[src/rtl/fault_guard_pkg.sv]
package fault_guard_pkg;
  typedef struct packed {
    logic holdRestart;
    logic holdRun;
  } guardStrobes_t;
endpackage

[src/rtl/fault_guard_dp.sv]
module fault_guard_dp
  import fault_guard_pkg::*;
#(
  parameter int FILT_CYCLES = 53,
  parameter int HOLD_CYCLES = 6500
) (
  input  logic          clk,
  input  logic          rst,
  input  logic          ocRaw,
  input  guardStrobes_t strobes,
  output logic          ocConfirmed,
  output logic          holdDone
);
  localparam int FW = $clog2(FILT_CYCLES + 1);
  localparam int HW = $clog2(HOLD_CYCLES + 1);
  localparam logic [FW-1:0] FILT_LAST = FW'(FILT_CYCLES - 1);
  localparam logic [HW-1:0] HOLD_LAST = HW'(HOLD_CYCLES - 1);

  logic [FW-1:0] filtCnt;
  logic [HW-1:0] holdCnt;

  // consecutive-high counter, saturating at the confirm point
  always_ff @(posedge clk) begin
    if (rst || !ocRaw) begin
      filtCnt <= '0;
    end else if (filtCnt != FILT_LAST) begin
      filtCnt <= filtCnt + 1'b1;
    end
  end

  assign ocConfirmed = ocRaw && (filtCnt == FILT_LAST);

  // hold interval counter
  always_ff @(posedge clk) begin
    if (rst) begin
      holdCnt <= '0;
    end else if (strobes.holdRestart) begin
      holdCnt <= '0;
    end else if (strobes.holdRun) begin
      holdCnt <= holdCnt + 1'b1;
    end
  end

  assign holdDone = (holdCnt == HOLD_LAST);
endmodule

[src/rtl/fault_guard_ctl.sv]
module fault_guard_ctl
  import fault_guard_pkg::*;
(
  input  logic          clk,
  input  logic          rst,
  input  logic          supplyHigh,
  input  logic          supplyLow,
  input  logic          ocConfirmed,
  input  logic          holdDone,
  output guardStrobes_t strobes,
  output logic          tripActive,
  output logic          lockoutActive,
  output logic          offOut
);
  logic tripNext;
  logic lockoutNext;

  always_comb begin
    if (!tripActive || holdDone) begin
      tripNext = ocConfirmed;
    end else begin
      tripNext = 1'b1;
    end
  end

  always_comb begin
    if (supplyLow) begin
      lockoutNext = 1'b1;
    end else if (supplyHigh) begin
      lockoutNext = 1'b0;
    end else begin
      lockoutNext = lockoutActive;
    end
  end

  always_comb begin
    strobes.holdRestart = ocConfirmed && (!tripActive || holdDone);
    strobes.holdRun     = tripActive;
  end

  always_ff @(posedge clk) begin
    if (rst) begin
      tripActive    <= 1'b0;
      lockoutActive <= 1'b1;
      offOut        <= 1'b1;
    end else begin
      tripActive    <= tripNext;
      lockoutActive <= lockoutNext;
      offOut        <= tripNext || lockoutNext;
    end
  end
endmodule

[src/rtl/fault_guard.sv]
module fault_guard
  import fault_guard_pkg::*;
#(
  parameter int FILT_CYCLES = 53,
  parameter int HOLD_CYCLES = 6500
) (
  input  logic clk,
  input  logic rst,
  input  logic ocRaw,
  input  logic supplyHigh,
  input  logic supplyLow,
  output logic gateOff,
  output logic faultPullDown
);
  guardStrobes_t strobes;
  logic ocConfirmed;
  logic holdDone;
  logic tripActive;
  logic lockoutActive;
  logic offOut;

  fault_guard_dp #(
    .FILT_CYCLES(FILT_CYCLES),
    .HOLD_CYCLES(HOLD_CYCLES)
  ) dp_i (
    .clk(clk),
    .rst(rst),
    .ocRaw(ocRaw),
    .strobes(strobes),
    .ocConfirmed(ocConfirmed),
    .holdDone(holdDone)
  );

  fault_guard_ctl ctl_i (
    .clk(clk),
    .rst(rst),
    .supplyHigh(supplyHigh),
    .supplyLow(supplyLow),
    .ocConfirmed(ocConfirmed),
    .holdDone(holdDone),
    .strobes(strobes),
    .tripActive(tripActive),
    .lockoutActive(lockoutActive),
    .offOut(offOut)
  );

  assign gateOff       = offOut;
  assign faultPullDown = offOut;
endmodule

[config.mk]
export PLATFORM = sky130hd
export DESIGN_NAME = fault_guard
export DESIGN_NICKNAME = d
export VERILOG_FILES = /design/src/rtl/fault_guard_pkg.sv /design/src/rtl/fault_guard_dp.sv /design/src/rtl/fault_guard_ctl.sv /design/src/rtl/fault_guard.sv
export SDC_FILE = /design/constraint.sdc
export NUM_CORES = 1
export LEC_CHECK = 0
export CAP_MARGIN = 20
export CORE_AREA = 2 2 48 50
export CTS_BUF_LIST = sky130_fd_sc_hd__clkbuf_8
export CTS_CLUSTER_DIAMETER = 30
export CTS_CLUSTER_SIZE = 24
export DETAILED_ROUTE_END_ITERATION = 12
export DIE_AREA = 0 0 50 52
export MAX_ROUTING_LAYER = met4
export PLACE_DENSITY = 0.79
export REMOVE_ABC_BUFFERS = 1
export SLEW_MARGIN = 25
export SYNTH_ARGS = -nofsm -noshare
export SYNTH_HDL_FRONTEND = slang
export SYNTH_SLANG_ARGS = --single-unit
export TNS_END_PERCENT = 1
[constraint.sdc]
create_clock -name clk -period 2.2 [get_ports clk]
set_input_delay 0.44 -clock clk [delete_from_list [all_inputs] [get_ports clk]]
set_output_delay 0.44 -clock clk [all_outputs]
set_load 0.01 [all_outputs]
After elaboration in Yosys (flattened, before gate mapping)
Cells that the tools add are included.

Add/subtract/negate cells: 2. $mul: 0. Eq/ne operators: 3. Shifts and indexed selects: 0. Bitwise operators: 0. Div/mod/pow operators: 0. Magnitude comparators: 0. Muxes and demuxes: 3. Reduce and logical (&&, ||, !) cells: 8.

Operators with widths (count): 13-bit by 1-bit adder with 13-bit output, second input constant (1); 13-bit equality test, second input constant (1); 6-bit by 1-bit adder with 6-bit output, second input constant (1); 6-bit equality test, second input constant (1); 6-bit inequality test, second input constant (1); 1-bit logical OR (3); 1-bit 2-to-1 mux (3); 1-bit logical AND (2); 1-bit zero test (2); 2-bit OR reduction (1).

Flip-flop bits (word level): 22. Word-level logic and storage cells: 21. Latch bits: 0. Input bits: 5. ROM bits: 0. Memories: 0. Bits in writable memories: 0. Output and inout bits: 2.

Longest topological paths before layout
Word-level depth: 4. Depth in mapped cells: 6.

Hierarchy
From an unflattened synthesis, not the netlist that was laid out.

Cell total of the unflattened synthesis: 112. Area total of the unflattened synthesis: 1002.2 µm².

By module, submodules not included: fault_guard_dp (area an instance 870.8 µm², cells each 99, instances 1, sequential area each 380.4 µm²); fault_guard_ctl (area an instance 123.9 µm², cells each 12, instances 1, sequential area each 60.1 µm²); fault_guard (area an instance 7.5 µm², cells each 1, instances 1, sequential area each 0.0 µm²).

Worst setup path after synthesis
OpenSTA, ideal clock, no wires.

Path kind: register -> register. From: reg dp_i.holdCnt[3]. To: reg dp_i.holdCnt[12]. Data required time: 2.085 ns. Data arrival time: 1.604 ns. Library setup time: 0.115 ns. Clock period less this slack: 1.718 ns. Stages on the path, launching flop included: 6. Buffers on the path: 1. Path slack: 0.482 ns. Cell sequence: dfxtp_1 or4b_1 o31a_1 o31ai_4 buf_6 nor2_1.

Word-level cells in the longest chain between the ends: 4. Elaborated cells on any way between the ends: 5.

RTL lines: start: declaration (line fault_guard_dp.sv:20) `logic [HW-1:0] holdCnt;`; start signal: assignment (line fault_guard_dp.sv:40) `holdCnt <= holdCnt + 1'b1;`; parallel branches: the longest is 4 deep, another holds 13-bit by 1-bit adder with 13-bit output.

Parallel ways; which one is timed is not known. A chain may end at the register's enable or synchronous reset.

Final worst setup path
From: reg dp_i.holdCnt[3]. To: reg dp_i.holdCnt[11].

Same word-level chain as after synthesis.

==> results_dict.tcl <==
set metrics [dict create \
    nFillCells 193 \
    reg2reg_depth 4 \
    fin_crit_ns 2.00 \
    drtIter0Drc 19 \
    worst_pin_slew_ns 0.571 \
    routed-wl-met3_um 59 \
    hold_buffers 0 \
    grt_max_degree 14 \
    final.setup.tns_ns 0 \
    yosysTopAreaCell "dfxtp_1" \
    worstPathRequired_ns 2.33 \
    synth_top_family_by_area "simple AND/OR/NAND/NOR gates" \
    synthMuxAreaShare_pct 1.01 \
    ys.warnings.count 0 \
    synthXorXnorAreaFrac_pct 15.0 \
    holdCritStartpoint "ctl_i.lockoutActive$_SDFF_PP1_" \
    synth.area.top_cells "dfxtp_1, xnor2_1, nor2_1" \
    synth_cells 110 \
    grt_pass1_vias 703 \
    synth_edf_count 0 \
    cp_max_fo 13 \
    start_util_pct 47.2 \
    port_buffers 6 \
    layout-drive-gt1-share_pct 5.13 \
    synthFlopType "dfxtp_1" \
    synth_top_area_share_pct 44.3 \
    core_sq_mm 0.00211 \
    antenna_left 0 \
    rsz0062_at_grt "no" \
    wl_met2_um 792 \
    path_class "flip-flop to flip-flop" \
    pre_cts_ws_ns 0.244 \
    dr.max_layer_used "met4" \
    ctsLongestPathBuffers 2 \
    relSlewSlack_pct 61.9 \
    grt_pass1_wl_um 2860 \
    drcViolationCount 0 \
    dieArea_sq_mm 0.00260 \
    maxCapViolations 0 \
    die_h_um 52 \
    wire_per_inst_um 11.5 \
    track_usage_pct 14.5 \
    crit_arrival_ns 2.13 \
    die_w_um 50 \
    seq_area_frac_synth_pct 44.3 \
    cp-start-kind "flip-flop" \
    vias 750 \
    yosysMostFrequentCell "dfxtp_1" \
    wirelength_um 1660 \
    clk_latency_ns 0.26 \
    nets 126 \
    hold_viol_final 0 \
    powerDensity_mw_per_mm2 644 \
    place_hpwl_um 1180 \
    detail_route.vias_per_cell 5.17 \
    drt_pass1_iterations 4 \
    critPathLaunch "dp_i.holdCnt[3]$_SDFFE_PP0P_" \
    antenna_cells 0 \
    hold_path_class "flip-flop to flip-flop" \
    ys_ff_latch 22 \
    worstHoldPathCells 2 \
    fp-row-count 17 \
    yosys.area_share.simple_pct 25.2 \
    clkTransAtPathRegs_ns 0.08 \
    yosys-top-cells-count "dfxtp_1, nor2_1, xnor2_1, nand2_1" \
    cts_tree "yes" \
    async_flop_share_pct 0 \
    power_leakage_uw 0.000382 \
    cts_max_level 1 \
    fin_ws_ns 0.204 \
    ff2ff_setup_slack_ns 0.20 \
    syn2layout_area_growth_pct 12.5 \
    met1Wirelength_um 803 \
    syn_avg_cell_area_sq_um 9.03 \
    post_cts_resized 0 \
    grt_overflow 0 \
    globalplace.congestion 0.763 \
    fin_worst_skew_ns 0.00333 \
    antenna_found_initial 0 \
    r2r_start "dp_i.holdCnt[3]$_SDFFE_PP0P_" \
    yosysUniqueCellTypes 24 \
    clockRootBuffer "clkbuf_8" \
    end_kind "flip-flop" \
    irDropWorstVdd_v 0.000430 \
    syn_area_sq_um 993 \
    synth_compound_area_share_pct 5.79 \
    post-cts-setup-buffers 0 \
    setup-violations-final 0 \
    finalCritPeriodShare_pct 90.7 \
    synth_adder_area_share_pct 3.78 \
    io_pins 7 \
    cts.sinks 22 \
    max_clock_freq_mhz 501 \
    maxSlewViolCount 0 \
    outcome "complete, no violations" \
    cts_buffers 3 \
]
## stage by stage
step                      hold slack [ns]  power [uW]  cells  cell area (sq um)  util (%)
after floorplan                     0.447         427    107                967         -
after global placement              0.464         441    141               1060      50.4
after detailed placement            0.468         442    141               1060      50.4
after CTS                           0.483         725    145               1120      53.1
after global routing                0.525         738    145               1120      53.1
final                               0.480         720    145               1120      53.1
## flip-flops by register name, indices dropped and copies added, names as in the netlist
| name | flops |
|---|---|
| ctl_i.offOut | 1 |
| dp_i.filtCnt | 6 |
| ctl_i.tripActive | 1 |
| dp_i.holdCnt | 13 |
| ctl_i.lockoutActive | 1 |
## kinds of logic (layout without fill, tap and decap cells)
logic type | after synthesis | count (layout)
compound gates | 7 | 7
simple gates | 51 | 51
fa+ha+maj | 3 | 3
mux | 1 | 1
buf+inv | 9 | 16
xor+xnor | 17 | 17
flops | 22 | 22
## power by group
| group | internal, uW | switching (uW) |
|---|---|---|
| combinational | 14.3 | 14.6 |
| clock | 159 | 128 |
| sequential | 401 | 2.08 |
| total | 575 | 145 |
## worst paths after layout
kind | end
max reg2reg | dp_i.holdCnt[11]$_SDFFE_PP0P_
max | dp_i.holdCnt[11]$_SDFFE_PP0P_
min | ctl_i.lockoutActive$_SDFF_PP1_
min reg2reg | ctl_i.lockoutActive$_SDFF_PP1_
## cell usage in the layout (no fill, tap or decap), drive strengths merged
cell,instances
o31a,1
a21oi,3
nor2,21
xor2,6
nand3,5
ha,3
or4b,2
nor3,2
and4,1
clkdlybuf4s50,6
o31ai,1
xnor2,11
nand2,9
clkbuf,4
and2b,1
o21ai,1
dfxtp,22
and3,1
nor3b,2
nor4,2
o211ai,1
nand4,5
mux2i,1
inv,6
## routing by layer
layer  up-vias  track usage (%)
met5         -                -
met4         0             6.94
met3         2             2.59
met2        15             22.4
met1       352             18.5
li1        381                -
## worst max-delay path: stages, from the launching register on
cell,delay (ns)
dfxtp_1,0.38
or4b_1,0.53
o31a_1,0.34
o31ai_4,0.50
nor2_1,0.11
## final cells by class
cell class / instances / area, sq um / area share, %
repair buffers: 6 / 60.1 / 5.38
multi-input cells: 79 / 504 / 45.1
clock buffers: 4 / 55.1 / 4.93
well taps: 28 / 35.0 / 3.14
inverters: 6 / 22.5 / 2.02
flip-flops and latches: 22 / 440 / 39.4
(Power assumes the default switching activity.)
